## src/rtl/spi_fe_pkg.sv

```systemverilog
package spi_fe_pkg;
  parameter int unsigned SYNC_STAGES_DEF = 2;
  parameter int unsigned DATA_W_DEF      = 8;

  typedef struct packed {
    logic rise;
    logic fall;
  } edge_t;
endpackage

```

## src/rtl/spi_fe_sync.sv

```systemverilog
module spi_fe_sync #(
  parameter int unsigned WIDTH  = 1,
  parameter int unsigned STAGES = 2,
  parameter logic [WIDTH-1:0] RST_VAL = '0
) (
  input  logic             clk_i,
  input  logic             rst_ni,
  input  logic [WIDTH-1:0] d_i,
  output logic [WIDTH-1:0] q_o
);
  logic [WIDTH-1:0] stg [STAGES];

  for (genvar s = 0; s < STAGES; s++) begin : g_stage
    always_ff @(posedge clk_i or negedge rst_ni) begin
      if (!rst_ni) stg[s] <= RST_VAL;
      else if (s == 0) stg[s] <= d_i;
      else stg[s] <= stg[(s == 0) ? 0 : s-1];
    end
  end

  assign q_o = stg[STAGES-1];
endmodule

```

## src/rtl/spi_fe_edge.sv

```systemverilog
module spi_fe_edge
  import spi_fe_pkg::*;
#(
  parameter logic RST_VAL = 1'b0
) (
  input  logic  clk_i,
  input  logic  rst_ni,
  input  logic  lvl_i,
  output edge_t edge_o
);
  logic prev_q;

  always_ff @(posedge clk_i or negedge rst_ni) begin
    if (!rst_ni) prev_q <= RST_VAL;
    else         prev_q <= lvl_i;
  end

  assign edge_o.rise = lvl_i & ~prev_q;
  assign edge_o.fall = ~lvl_i & prev_q;
endmodule

```

## src/rtl/spi_fe_rx.sv

```systemverilog
module spi_fe_rx #(
  parameter int unsigned DATA_W = 8,
  localparam int unsigned CNT_W = $clog2(DATA_W)
) (
  input  logic              clk_i,
  input  logic              rst_ni,
  input  logic              clr_i,
  input  logic              en_i,
  input  logic              bit_i,
  output logic [DATA_W-1:0] data_o,
  output logic              valid_o,
  output logic [CNT_W-1:0]  cnt_o
);
  logic [DATA_W-1:0] sh_q;
  logic [DATA_W-1:0] nxt;

  assign nxt = {sh_q[DATA_W-2:0], bit_i};

  always_ff @(posedge clk_i or negedge rst_ni) begin
    if (!rst_ni) begin
      sh_q    <= '0;
      cnt_o   <= '0;
      data_o  <= '0;
      valid_o <= 1'b0;
    end else begin
      valid_o <= 1'b0;
      if (clr_i) begin
        sh_q  <= '0;
        cnt_o <= '0;
      end else if (en_i) begin
        sh_q <= nxt;
        if (cnt_o == CNT_W'(DATA_W-1)) begin
          cnt_o   <= '0;
          data_o  <= nxt;
          valid_o <= 1'b1;
        end else begin
          cnt_o <= cnt_o + 1'b1;
        end
      end
    end
  end
endmodule

```

## src/rtl/spi_fe_tx.sv

```systemverilog
module spi_fe_tx #(
  parameter int unsigned DATA_W = 8,
  localparam int unsigned CNT_W = $clog2(DATA_W)
) (
  input  logic              clk_i,
  input  logic              rst_ni,
  input  logic              clr_i,
  input  logic              shift_i,
  input  logic [DATA_W-1:0] data_i,
  output logic              sdo_o
);
  logic [DATA_W-1:0] sh_q;
  logic [CNT_W-1:0]  cnt_q;

  always_ff @(posedge clk_i or negedge rst_ni) begin
    if (!rst_ni) begin
      sh_q  <= '0;
      cnt_q <= '0;
      sdo_o <= 1'b0;
    end else if (clr_i) begin
      sh_q  <= '0;
      cnt_q <= '0;
      sdo_o <= 1'b0;
    end else if (shift_i) begin
      if (cnt_q == '0) begin
        sdo_o <= data_i[DATA_W-1];
        sh_q  <= {data_i[DATA_W-2:0], 1'b0};
      end else begin
        sdo_o <= sh_q[DATA_W-1];
        sh_q  <= {sh_q[DATA_W-2:0], 1'b0};
      end
      cnt_q <= (cnt_q == CNT_W'(DATA_W-1)) ? '0 : cnt_q + 1'b1;
    end
  end
endmodule

```

## src/rtl/spi_front_end.sv

```systemverilog
module spi_front_end
  import spi_fe_pkg::*;
#(
  parameter int unsigned DATA_W      = DATA_W_DEF,
  parameter int unsigned SYNC_STAGES = SYNC_STAGES_DEF,
  localparam int unsigned CNT_W      = $clog2(DATA_W)
) (
  input  logic              clk_i,
  input  logic              rst_ni,
  input  logic              cs_ni,
  input  logic              sclk_i,
  input  logic              sdi_i,
  input  logic              hold_ni,
  input  logic              quad_en_i,
  input  logic [DATA_W-1:0] tx_byte_i,
  output logic [DATA_W-1:0] rx_byte_o,
  output logic              byte_valid_o,
  output logic              sdo_o,
  output logic              sdo_oe_o
);
  // cs sync resets low so a select already active at reset gives no edge
  logic [3:0] pins_s;
  logic cs_s, hold_s, sclk_s, sdi_s;

  spi_fe_sync #(.WIDTH(4), .STAGES(SYNC_STAGES), .RST_VAL(4'b0100)) i_sync (
    .clk_i, .rst_ni,
    .d_i({cs_ni, hold_ni, sclk_i, sdi_i}),
    .q_o(pins_s)
  );
  assign {cs_s, hold_s, sclk_s, sdi_s} = pins_s;

  edge_t cs_e, sclk_e;
  logic  cs_rise, cs_fall;

  spi_fe_edge #(.RST_VAL(1'b0)) i_cs_edge   (.clk_i, .rst_ni, .lvl_i(cs_s),   .edge_o(cs_e));
  spi_fe_edge #(.RST_VAL(1'b0)) i_sclk_edge (.clk_i, .rst_ni, .lvl_i(sclk_s), .edge_o(sclk_e));

  assign cs_rise = cs_e.rise;
  assign cs_fall = cs_e.fall;

  logic armed_q;
  always_ff @(posedge clk_i or negedge rst_ni) begin
    if (!rst_ni)      armed_q <= 1'b0;
    else if (cs_fall) armed_q <= 1'b1;
  end

  logic active, held, go, clr;
  assign active   = armed_q & ~cs_s;
  assign held     = ~hold_s & ~quad_en_i;
  assign go       = active & ~held;
  assign clr      = cs_rise | cs_fall;
  assign sdo_oe_o = go;

  logic [CNT_W-1:0] bit_cnt;

  spi_fe_rx #(.DATA_W(DATA_W)) i_rx (
    .clk_i, .rst_ni,
    .clr_i  (clr),
    .en_i   (sclk_e.rise & go),
    .bit_i  (sdi_s),
    .data_o (rx_byte_o),
    .valid_o(byte_valid_o),
    .cnt_o  (bit_cnt)
  );

  spi_fe_tx #(.DATA_W(DATA_W)) i_tx (
    .clk_i, .rst_ni,
    .clr_i  (clr),
    .shift_i(sclk_e.fall & go),
    .data_i (tx_byte_i),
    .sdo_o  (sdo_o)
  );
endmodule

```

## config.mk

```make
export PLATFORM = sky130hd
export DESIGN_NAME = spi_front_end
export DESIGN_NICKNAME = d
export VERILOG_FILES = /design/src/rtl/spi_fe_pkg.sv /design/src/rtl/spi_fe_sync.sv /design/src/rtl/spi_fe_edge.sv /design/src/rtl/spi_fe_rx.sv /design/src/rtl/spi_fe_tx.sv /design/src/rtl/spi_front_end.sv
export SDC_FILE = /design/constraint.sdc
export NUM_CORES = 1
export LEC_CHECK = 0
export BUFFER_PORTS_ARGS = -buffer_cell sky130_fd_sc_hd__buf_2
export CORE_AREA = 2 2 65 98
export DETAILED_ROUTE_END_ITERATION = 8
export DIE_AREA = 0 0 67 100
export RECOVER_POWER = 25
export SYNTH_ARGS = -nofsm -noshare
export SYNTH_HDL_FRONTEND = slang
export SYNTH_SLANG_ARGS = --single-unit
export TNS_END_PERCENT = 50
```

## constraint.sdc

```tcl
create_clock -name clk_i -period 1.79 [get_ports clk_i]
set_input_delay 0 -clock clk_i [delete_from_list [all_inputs] [get_ports clk_i]]
set_output_delay 0 -clock clk_i [all_outputs]
set_load 0.02 [all_outputs]
```

# Word level (Yosys, flattened, before mapping)
# Index checks and enable logic that the tools add are counted.
# totals
memories	0
mem_bits_rw	0
regBits	42
input_bits	15
mem_bits_ro	0
latch_bits	0
# op_classes
order_cmp	0
n_addsub	2
n_div	0
n_mux	17
mul	0
bitwise	18
n_shift	0
n_eq_ne	2
reduce_logical	4
# ops
op	count
8-bit two-way mux	3
3-bit two-way mux	6
7-bit two-way mux	2
1-bit bitwise AND	9
1-bit inverter	8
3-bit by 1-bit adder with 3-bit output (second input constant)	2
3-bit == test (second input constant)	2
1-bit two-way mux	6
2-bit nonzero test	2
3-bit logical NOT	1
3-bit AND reduction	1
1-bit OR	1

# Logic depth before layout (Yosys ltp)
# Gate-level depths: netlist of the first run.
# depth
word_depth	7
depth_mapped	6

# Cells and area by module
# From an unflattened synthesis of the first run, not the netlist that was laid out.
# unflattened
cells_unflattened	139
area_unflattened_um2	1844.3
# modules_own_cells
mod	instances	cells_per_inst	area_per_inst_um2	seq_area_each_um2
spi_fe_rx	1	54	799.5	475.5
spi_fe_tx	1	60	650.6	275.3
spi_fe_sync	1	12	232.7	202.7
spi_front_end	1	7	81.3	25.0
spi_fe_edge	2	3	40.0	25.0

# Worst setup path before layout of the first run
# Ideal clock, no wire load.
# synth_timing
path_kind	reg2reg
startpoint	register i_sync.stg, in the netlist i_sync.q_o[3]
endpoint	register i_rx.data_o[0]
setup_ns	0.125
path_stages_with_launch	6
path_buffers	0
arrival_time_ns	1.508
period_less_slack_ns	1.632
t_required_ns	1.665
setup_slack_ns	0.158
cell_sequence	dfrtp_1 > inv_1 > ha_1 > nand2_1 > nor4_4 > mux2_2
# synth_via
elab_chain_len	5
elab_cells_between_ends	9
classes_between	bitwise (8); reduce/logical (1)
# synth_rtl
item	line_no	rtl
from (decl)	spi_fe_sync.sv:11	logic [WIDTH-1:0] stg [STAGES];
from (signal, indexed assignment)	spi_fe_sync.sv:16	else if (s == 0) stg[s] <= d_i;
from (signal, indexed assignment)	spi_fe_sync.sv:17	else stg[s] <= stg[(s == 0) ? 0 : s-1];
1-bit inverter	spi_fe_edge.sv:19, spi_front_end.sv:48	
1-bit bitwise AND, on equally long branches	spi_front_end.sv:48, spi_fe_edge.sv:19	
1-bit bitwise AND / 1-bit OR (equally long branches)	spi_front_end.sv:50, spi_front_end.sv:51	
1-bit bitwise AND / 1-bit inverter (equally long branches)	-	
3-bit AND reduction (no source line) *	-	
to (signal assigned)	spi_fe_rx.sv:34	data_o <= nxt;
to (decl)	spi_fe_rx.sv:10	output logic [DATA_W-1:0] data_o,
# Mark *: on every way between the ends. The rest lies on a longest branch, timed or not.
# A chain may end at the register's enable or synchronous reset.

# Worst setup path in the final report of the first run
# layout_timing
startpoint	register i_sync.stg, in the netlist i_sync.q_o[3]
endpoint	register i_rx.data_o[1]
# Same word-level chain as after synthesis.

==> results of run 1 <==
==> layer usage <==
metal  share of wire, %  track usage [%]  wire length, microns  up-vias
li1                   -                -                     -      548
met1                 44             13.1                  1410      546
met2                 50             17.4                  1580       21
met3                4.2             3.48                   133        5
met4                1.9             4.71                    61        0
met5                  0                0                     0        -
==> stage by stage <==
step	instances	power, uW	setup slack (ns)
5_1_grt	250	1850	0.0791
3_3_place_gp	236	1140	0.212
6_report	250	1760	0.197
3_5_place_dp	236	1150	0.184
4_1_cts	250	1790	0.166
2_1_floorplan	137	1080	0.158
==> cells in the final DEF (no fill, tap or decap), types with 2 or more instances in the layout <==
cell type / netlist / final
a31oi_1: 7 / 7
buf_4: 0 / 8
dfrtp_1: 39 / 39
dlygate4sd3_1: 0 / 6
inv_1: 3 / 3
ha_1: 6 / 6
nand2_1: 20 / 20
mux2_2: 8 / 8
mux2i_1: 21 / 21
nor2_1: 2 / 2
clkbuf_8: 0 / 6
or2_2: 2 / 2
a211oi_1: 7 / 7
dfstp_2: 2 / 2
buf_2: 2 / 24
clkbuf_1: 5 / 2
or3_1: 2 / 2
==> cell type report <==
| class | instances | area, sq um |
|---|---|---|
| fill | 626 | 3820 |
| inverter | 4 | 15.0 |
| clock inverter | 1 | 7.51 |
| tap | 74 | 92.6 |
| sequential | 41 | 1030 |
| clock buffer | 7 | 86.3 |
| multi-input combinational | 84 | 658 |
| timing repair buffer | 39 | 244 |
==> worst min-delay path by stage <==
stage          cells after the start                       end         start
6_report                           3    i_tx.sdo_o$_DFFE_PN0P_  tx_byte_i[7]
5_1_grt                            3    i_tx.sdo_o$_DFFE_PN0P_  tx_byte_i[7]
4_1_cts                            3  i_tx.sh_q[7]$_DFFE_PN0P_  tx_byte_i[6]
3_5_place_dp                       1  i_tx.sh_q[7]$_DFFE_PN0P_        rst_ni
3_3_place_gp                       1    i_tx.sdo_o$_DFFE_PN0P_        rst_ni
2_1_floorplan                      0       armed_q$_DFFE_PN0P_        rst_ni
==> critical path, delay by kind of cell (launching register included) <==
family | cells | cell delay [ns]
flops | 1 | 0.37
fa+ha+maj | 1 | 0.30
buf+inv | 2 | 0.26
simple gates | 2 | 0.22
mux | 1 | 0.34
==> Yosys cell counts (all sizes together) (2+ instances only) <==
library cell / instances
mux2i: 21
or3: 2
a31oi: 7
or2: 2
ha: 6
nand2: 20
buf: 3
clkbuf: 5
nor2: 2
inv: 3
a211oi: 7
mux2: 8
and2b: 2
dfstp: 2
dfrtp: 39
==> where the power goes <==
part	total, uW	switching (uW)	leakage, uW	internal [uW]
combinational	169	95.5	0.000460	73.0
clock	624	311	0.0000445	313
sequential	965	12.4	0.000539	953
==> timing repair <==
| action | CTS | global route |
|---|---|---|
| setup buffers | 0 | 0 |
| endpoints found under the hold margin | 27 | 0 |
| hold buffers | 6 | 0 |
==> kinds of logic (layout without fill, tap and decap cells) <==
group,after synthesis,in the layout
simple gates,35,35
flops,41,41
compound gates,14,14
mux,29,29
fa+ha+maj,6,6
buf+inv,12,51
==> flip-flops by register name, indices dropped and copies added (netlist names) <==
signal / cells
i_rx.valid_o: 1
armed_q: 1
i_sync.q_o: 4
i_rx.cnt_o: 3
i_tx.sdo_o: 1
i_cs_edge.prev_q: 1
i_tx.cnt_q: 3
i_rx.sh_q: 7
i_sclk_edge.prev_q: 1
i_rx.data_o: 8
i_sync.stg: 4
i_tx.sh_q: 7
==> flow_summary.ini, run 1 <==
[timing]
skew_ns = 0.00327
setup_violations = 0
fin_tns_setup_ns = 0
fmax_ghz = 0.628
fin_crit_ns = 1.59
slew_viol_final = 0
rsz0062_at_grt = false
relSlewSlack_pct = 6.46
hold_viol = 0
worst_pin_slew_ns = 1.40
finalCritPeriodShare_pct = 89.0
timing.hold.ws_ns = 0.0477

[critical_path]
cp_data_required_time_ns = 1.97
crit_path_end_kind = flop
critical-path-max-stage-delay_ns = 0.37
crit_end = i_rx.data_o[1]$_DFFE_PN0P_
cp-start-kind = flop
critPathKind = flop to flop
path_cells = inv_1 > ha_1 > nand2_1 > nor4_4 > buf_4 > mux2_2
r2r_cells = 6
critPathSlowestCell = dfrtp_1
rr_endpoint = i_rx.data_o[1]$_DFFE_PN0P_
crit-reg2reg-launch = i_sync.q_o[3]$_DFF_PN0_
crit_arrival_ns = 1.77
reg2reg_slack_ns = 0.20
crit_path_start = i_sync.q_o[3]$_DFF_PN0_
cp_max_fo = 9

[cells_and_area]
antennaDiodeCount = 0
area_growth_pct = 23.3
drive_gt1_share_pct = 30.7
fin_util_pct = 35.8
layout.nets = 196
stdcell_area_sq_um = 2130

[placed_design]
io_buffer_count = 25
dpl_cell_area_sq_um = 1980
place_congestion = 0.684
post-dp-hpwl_microns = 2240

[hold_path]
hp-class = primary input to flop

[route]
post-route-drc-count = 0
drt_iter0_drc = 48
wl_microns = 3180
num_vias = 1120
wire_per_inst_microns = 12.7
drtAntennaViolNets = 0
dr.pass1.iters = 4
viasPerCell = 4.48

[synthesis]
yosys.area_share.simple_pct = 10.5
synth_edf_count = 0
syn-num-nets = 158
synth_fa_ha_area_share_pct = 4.34
yosys_warnings = 0
yosysUniqueCellTypes = 25
ys_ff_latch = 41
synth.mux.area_fraction_pct = 17.4
synthesis.area_sq_um = 1730
ys_seq_area_share_pct = 59.5
avgSynthCellArea_sq_um = 12.6
yosys.area.top_type = dfrtp_1
synth_top_family_by_area = multiplexers
syn_inst = 137
synth_compound_area_share_pct = 5.57
synthFlopType = dfrtp_1
async_flop_share_pct = 100
synth_xor_area_share_pct = 0
netlist.area_leader.share_pct = 56.4
synth_area_leaders = dfrtp_1 56%, mux2i_1 12%, mux2_2 5.2%

[run_status]
status = complete, no violations

[floorplanning]
die_h_microns = 100
ioPinCount = 26
core_sq_um = 5960
dieArea_sq_um = 6700
start_util_pct = 29.0
rows = 35
fp.dieW_microns = 67

[cts]
clkLatencyLatePin_ns = 0.29
cts_buffers = 5
clockRootBuffer = clkbuf_8
cts_resized = 0
cts_tree = done
cts.sink_count = 41
clk_pin_slew_worst_paths_ns = 0.08
cts.path.max_buffers = 2
cts_max_level = 2

[grt]
antenna_found_initial = 0
grt_start_max_net_pins = 27
grt_pass1_vias = 1135
grt_pass1_wl_microns = 5360
overflow = 0
grt_use_total_pct = 10.8

[power]
peakVddDrop_mv = 0.351
p_leak_uw = 0.00104
powerDensity_nw_per_um2 = 825

[job]
drv_cap = 0
(Power assumes the default switching activity.)
==> run 2, diff against run 1 <==
--- a/config.mk
+++ b/config.mk
@@ -5,7 +5,7 @@
 export SDC_FILE = /design/constraint.sdc
 export NUM_CORES = 1
 export LEC_CHECK = 0
-export BUFFER_PORTS_ARGS = -buffer_cell sky130_fd_sc_hd__buf_2
+export BUFFER_PORTS_ARGS = -buffer_cell sky130_fd_sc_hd__buf_4
 export CORE_AREA = 2 2 65 98
 export DETAILED_ROUTE_END_ITERATION = 8
 export DIE_AREA = 0 0 67 100
==> run 2 against run 1 <==
Compared with the run above:
- hold slack improved by 0.028 ns
- total power fell by 0.13%
- flip-flop and latch count did not move
- sequential share of layout area decreased by 1.0 points
- sequential power hardly changed
- maximum frequency fell by 1.9%
- combinational power about the same
- non-clock buffer count shrank 2
- cell count down 0.80%
- register-to-register slack lost 0.03 ns
- core utilization up 0.78 points
- die area unchanged
- critical endpoint is now i_rx.data_o[2]$_DFFE_PN0P_
- largest power group unchanged
- highest routed layer unchanged
==> flow_summary.ini, run 2 (synthesis gave the netlist of run 1 again) <==
[run_status]
status = complete, no violations

[critical_path]
path_cells = inv_1 > ha_1 > nand2_1 > nor4_4 > buf_4 > mux2_2
cp_num_buf_inv = 2
cp_max_fo = 9
critPathTopFamily = flip-flops
critPathKind = flop to flop
crit_arrival_ns = 1.80
critical-path-max-stage-delay_ns = 0.37
cp_data_required_time_ns = 1.97
crit_path_end_kind = flop
cp-start-kind = flop
critPathSlowestCell = dfrtp_1

[route]
viasPerCell = 4.48
post-route-drc-count = 0
drtAntennaViolNets = 0
dr.pass1.iters = 2
num_vias = 1110
wl_microns = 3060
wire_per_inst_microns = 12.3
drt_iter0_drc = 56

[power]
fin_total_pwr_uw = 1760
powerDensity_nw_per_um2 = 806
internal-power_uw = 1350
swShare_pct = 23.4
pwr-share-seq_pct = 55.0
peakVddDrop_mv = 0.277
p_clk_share_pct = 35.2
p_leak_uw = 0.00105
switchingPower_uw = 410
p_comb_share_pct = 9.8

[cells_and_area]
final_cell_mix = 39 x dfrtp_1, 26 x buf_4, 21 x mux2i_1
fin_util_pct = 36.6
final_cells = 248
largest_reg_flops = 8
layout_commonest_cell = dfrtp_1
area_growth_pct = 26.0
antennaDiodeCount = 0
drive_gt1_share_pct = 30.5
layout.nets = 194
top_register = i_rx.data_o
reg_top3 = i_rx.data_o: 8 flops, i_rx.sh_q: 7 flops, i_tx.sh_q: 7 flops
fillers = 636

[timing]
hold_viol = 0
setup_violations = 0
worst_pin_slew_ns = 1.01
fin_crit_ns = 1.62
fin_tns_setup_ns = 0
fmax_ghz = 0.616
rsz0062_at_grt = false
finalCritPeriodShare_pct = 90.7
layout_setup_ws_ns = 0.167
relSlewSlack_pct = 33.0
slew_viol_final = 0
skew_ns = 0.00766

[floorplanning]
die_h_microns = 100
dieArea_sq_um = 6700
ioPinCount = 26
core_sq_um = 5960
rows = 35
fp.dieW_microns = 67
start_util_pct = 29.0

[cts]
clockRootBuffer = clkbuf_8
cts.path.max_buffers = 2
cts.sink_count = 41
cts_max_level = 2
clkLatencyLatePin_ns = 0.29
cts_tree = done
clk_pin_slew_worst_paths_ns = 0.08
cts_buffers = 5
post-cts-setup-buffers = 0

[grt]
grt_use_total_pct = 10.3
overflow = 0
antenna_found_initial = 0
grt_pass1_wl_microns = 5220
grt_pass1_vias = 1143
grt_start_max_net_pins = 42

[placed_design]
place_congestion = 0.659
io_buffer_count = 25
post-dp-hpwl_microns = 2140
dp_cells = 234
pre_cts_slack_ns = 0.156

[hold_path]
hp-class = primary input to flop

[job]
drv_cap = 0
[run 2: changes by cell type in the layout (fill, tap and decap cells not counted), sizes merged]
cell | before | now
buf | 32 | 26
clkbuf | 8 | 12
[run 2: cell type report]
type	instances	area, sq um	area share [%]
clock buffers	7	86.3	3.96
clock inverters	1	7.51	0.345
inverters	4	15.0	0.689
multi-input cells	84	658	30.2
flip-flops and latches	41	1030	47.2
well taps	74	92.6	4.25
repair buffers	37	290	13.3
[run 2: worst paths after layout]
path / from / to / slack, ns / cells past startpoint
max: i_sync.q_o[3]$_DFF_PN0_ / i_rx.data_o[2]$_DFFE_PN0P_ / 0.17 / 6
min: tx_byte_i[7] / i_tx.sdo_o$_DFFE_PN0P_ / 0.08 / 3
min reg2reg: i_sync.stg[5]$_DFF_PN0_ / i_sync.q_o[1]$_DFF_PN0_ / 0.35 / 0
max reg2reg: i_sync.q_o[3]$_DFF_PN0_ / i_rx.data_o[2]$_DFFE_PN0P_ / 0.17 / 6
max in group asynchronous: rst_ni / i_tx.cnt_q[1]$_DFFE_PN0P_ / 0.76 / 2
min in group asynchronous: rst_ni / i_tx.sdo_o$_DFFE_PN0P_ / 0.41 / 2
[run 2: metal layers]
| layer | GRT usage, % | vias to the layer above | wire [microns] |
|---|---|---|---|
| met1 | 12.0 | 539 | 1330 |
| met3 | 2.69 | 5 | 128 |
| met4 | 5.18 | 0 | 60 |
| li1 | - | 545 | - |
| met5 | 0 | - | 0 |
| met2 | 17.0 | 21 | 1540 |
[run 2: worst min-delay path: cells and delay by family]
family / cells / cell delay, ns
AO/OA/AOI/OAI: 1 / 0.09
multiplexers: 1 / 0.12
buffers and inverters: 1 / 0.11
[run 2: metrics by stage]
stage                     hold WS (ns)  instance area, sq um
after floorplan                 -0.296                  1730
after global placement          0.0113                  2030
after detailed placement        0.0155                  2030
after CTS                       0.0682                  2180
after global routing            0.0909                  2180
final                           0.0761                  2180
[run 2: power by group through the flow]
stage | registers (uW) | clock network, uW | logic [uW]
6_report | 966 | 618 | 172
5_1_grt | 970 | 681 | 195
4_1_cts | 966 | 648 | 178
3_5_place_dp | 985 | 0 | 166
3_3_place_gp | 984 | 0 | 165
2_1_floorplan | 983 | 0 | 92.6
[run 2: what timing repair did]
item                                   in CTS  in global routing
resized for setup                           0                  0
hold buffers                                6                  0
endpoints found under the hold margin      44                  0
==> run 3, diff against run 2 <==
--- a/config.mk
+++ b/config.mk
@@ -6,9 +6,10 @@
 export NUM_CORES = 1
 export LEC_CHECK = 0
 export BUFFER_PORTS_ARGS = -buffer_cell sky130_fd_sc_hd__buf_4
-export CORE_AREA = 2 2 65 98
+export CORE_AREA = 2 2 49 74
 export DETAILED_ROUTE_END_ITERATION = 8
-export DIE_AREA = 0 0 67 100
+export DIE_AREA = 0 0 51 76
+export PLACE_DENSITY = 0.75
 export RECOVER_POWER = 25
 export SYNTH_ARGS = -nofsm -noshare
 export SYNTH_HDL_FRONTEND = slang
==> run 3 against run 2 <==
Compared with the run above:
- hold slack lost 0.018 ns
- cell count shrank 13%
- design area shrank 0.80%
- first-iteration DRC count shrank 61%
- routed wire length grew 1.7%
- maximum frequency shrank 1.0%
- setup slack lost 0.016 ns
- combinational power is essentially flat
- clock-buffer cell count is the same
- sequential share of layout area grew 0.38 points
- highest routed layer unchanged
==> flow_summary.ini, run 3 (synthesis gave the netlist of run 1 again) <==
[power]
internal-power_uw = 1490
swShare_pct = 21.6
p_leak_uw = 0.00106
p_comb_share_pct = 9.1
p_clk_share_pct = 39.9
switchingPower_uw = 411
powerDensity_nw_per_um2 = 879
pwr-share-seq_pct = 51.0
peakVddDrop_mv = 0.752

[cts]
cts_max_level = 2
cts_tree = done
clkLatencyLatePin_ns = 0.30
cts_resized = 0
clk_pin_slew_worst_paths_ns = 0.07
cts.path.max_buffers = 2
cts_buffers = 5
clockRootBuffer = clkbuf_8
cts.sink_count = 41

[grt]
grt_start_max_net_pins = 42
grt_pass1_wl_microns = 5400
grt_use_total_pct = 18.6
antenna_found_initial = 0
overflow = 0
grt_pass1_vias = 1269

[timing]
fin_tns_setup_ns = 0
finalCritPeriodShare_pct = 91.6
relSlewSlack_pct = 34.3
layout_setup_ws_ns = 0.150
slew_viol_final = 0
fin_crit_ns = 1.64
fmax_ghz = 0.610
rsz0062_at_grt = false
worst_pin_slew_ns = 0.985
hold_viol = 0
setup_violations = 0
skew_ns = 0.00771

[hold_path]
hp-class = primary input to flop
min_to = i_tx.sdo_o$_DFFE_PN0P_
min_path_cells = 3
worstHoldStart = tx_byte_i[7]

[cells_and_area]
seq_area_sq_um = 1030
drive_gt1_share_pct = 30.5
antennaDiodeCount = 0
reg_top3 = i_rx.data_o: 8 flops, i_rx.sh_q: 7 flops, i_tx.sh_q: 7 flops
layout.nets = 194
final_cell_mix = 39 x dfrtp_1, 26 x buf_4, 21 x mux2i_1
fillers = 250
largest_reg_flops = 8
area_growth_pct = 25.0
layout_commonest_cell = dfrtp_1
top_register = i_rx.data_o
multiInputGateArea_sq_um = 658

[placed_design]
post-dp-hpwl_microns = 2230
io_buffer_count = 25
pre_cts_slack_ns = 0.162
place_congestion = 0.694

[critical_path]
cp-start-kind = flop
crit_path_start = i_sync.q_o[3]$_DFF_PN0_
crit_path_end_kind = flop
r2r_cells = 6
reg2reg_slack_ns = 0.15
cp_data_required_time_ns = 1.96
rr_endpoint = i_rx.data_o[4]$_DFFE_PN0P_
cp_max_fo = 9
crit-reg2reg-launch = i_sync.q_o[3]$_DFF_PN0_
critPathKind = flop to flop
crit_arrival_ns = 1.81

[route]
viasPerCell = 5.41
num_vias = 1169
wire_per_inst_microns = 14.4
post-route-drc-count = 0
drt_iter0_drc = 22
drtAntennaViolNets = 0
dr.pass1.iters = 4
wl_microns = 3110

[floorplanning]
core_sq_um = 3290
ioPinCount = 26
rows = 26
fp.dieW_microns = 51
dieArea_sq_um = 3880
start_util_pct = 52.6
die_h_microns = 76

[run_status]
status = complete, no violations

[job]
drv_cap = 0
[run 3: cell count changes in the layout (fill, tap and decap cells not counted)]
cell and change:
bufinv_16 +1, clkinvlp_4 -1
[run 3: metal layers]
metal	wire, microns	global-route usage (%)	share of wire, %
met3	133	5.29	4.3
met2	1750	33.4	56
met1	1170	19.2	38
met4	65	8.11	2.1
met5	0	0	0
[run 3: area by class of cell]
| type | instances | share of cell area (%) |
|---|---|---|
| clock inverter | 1 | 1.39 |
| tap | 42 | 2.43 |
| clock buffer | 7 | 4.00 |
| timing repair buffer | 37 | 13.4 |
| inverter | 4 | 0.695 |
| multi-input combinational | 84 | 30.5 |
| sequential | 41 | 47.6 |
[run 3: timing repair]
| item | CTS | global route |
|---|---|---|
| hold buffers | 6 | 0 |
| buffers inserted | 0 | 0 |
| endpoints found under the hold margin | 44 | 0 |
[run 3: through the flow]
stage	power [uW]	hold slack (ns)	std cells	utilization, %	instance area (sq um)
finish	1900	0.0577	216	65.8	2160
floorplan	1080	-0.296	137	-	1730
global placement	1150	-0.00282	202	60.5	1990
global route	1990	0.0757	216	65.8	2160
detailed placement	1150	0.00397	202	60.5	1990
CTS	1930	0.0515	216	65.8	2160
[run 3: critical path, cell delays in order, from the launching register on]
cell     delay (ns)
dfrtp_1        0.38
inv_1          0.06
ha_1           0.31
nand2_1        0.09
nor4_4         0.12
buf_4          0.21
mux2_2         0.35
[run 3: worst max path at each step]
stage	endpoint	slack, ns	depth (start not counted)
6_report	i_rx.data_o[4]$_DFFE_PN0P_	0.15	6
5_1_grt	i_rx.data_o[4]$_DFFE_PN0P_	0.02	6
4_1_cts	i_rx.data_o[4]$_DFFE_PN0P_	0.14	6
3_5_place_dp	i_rx.data_o[4]$_DFFE_PN0P_	0.16	6
3_3_place_gp	i_rx.data_o[7]$_DFFE_PN0P_	0.23	6
2_1_floorplan	i_rx.data_o[0]$_DFFE_PN0P_	0.16	5
[run 3: power groups by stage]
stage | sequential [uW] | combinational, uW | clock (uW)
5_1_grt | 971 | 194 | 822
6_report | 968 | 174 | 757
2_1_floorplan | 983 | 92.6 | 0
4_1_cts | 968 | 178 | 781
3_5_place_dp | 986 | 167 | 0
3_3_place_gp | 983 | 162 | 0
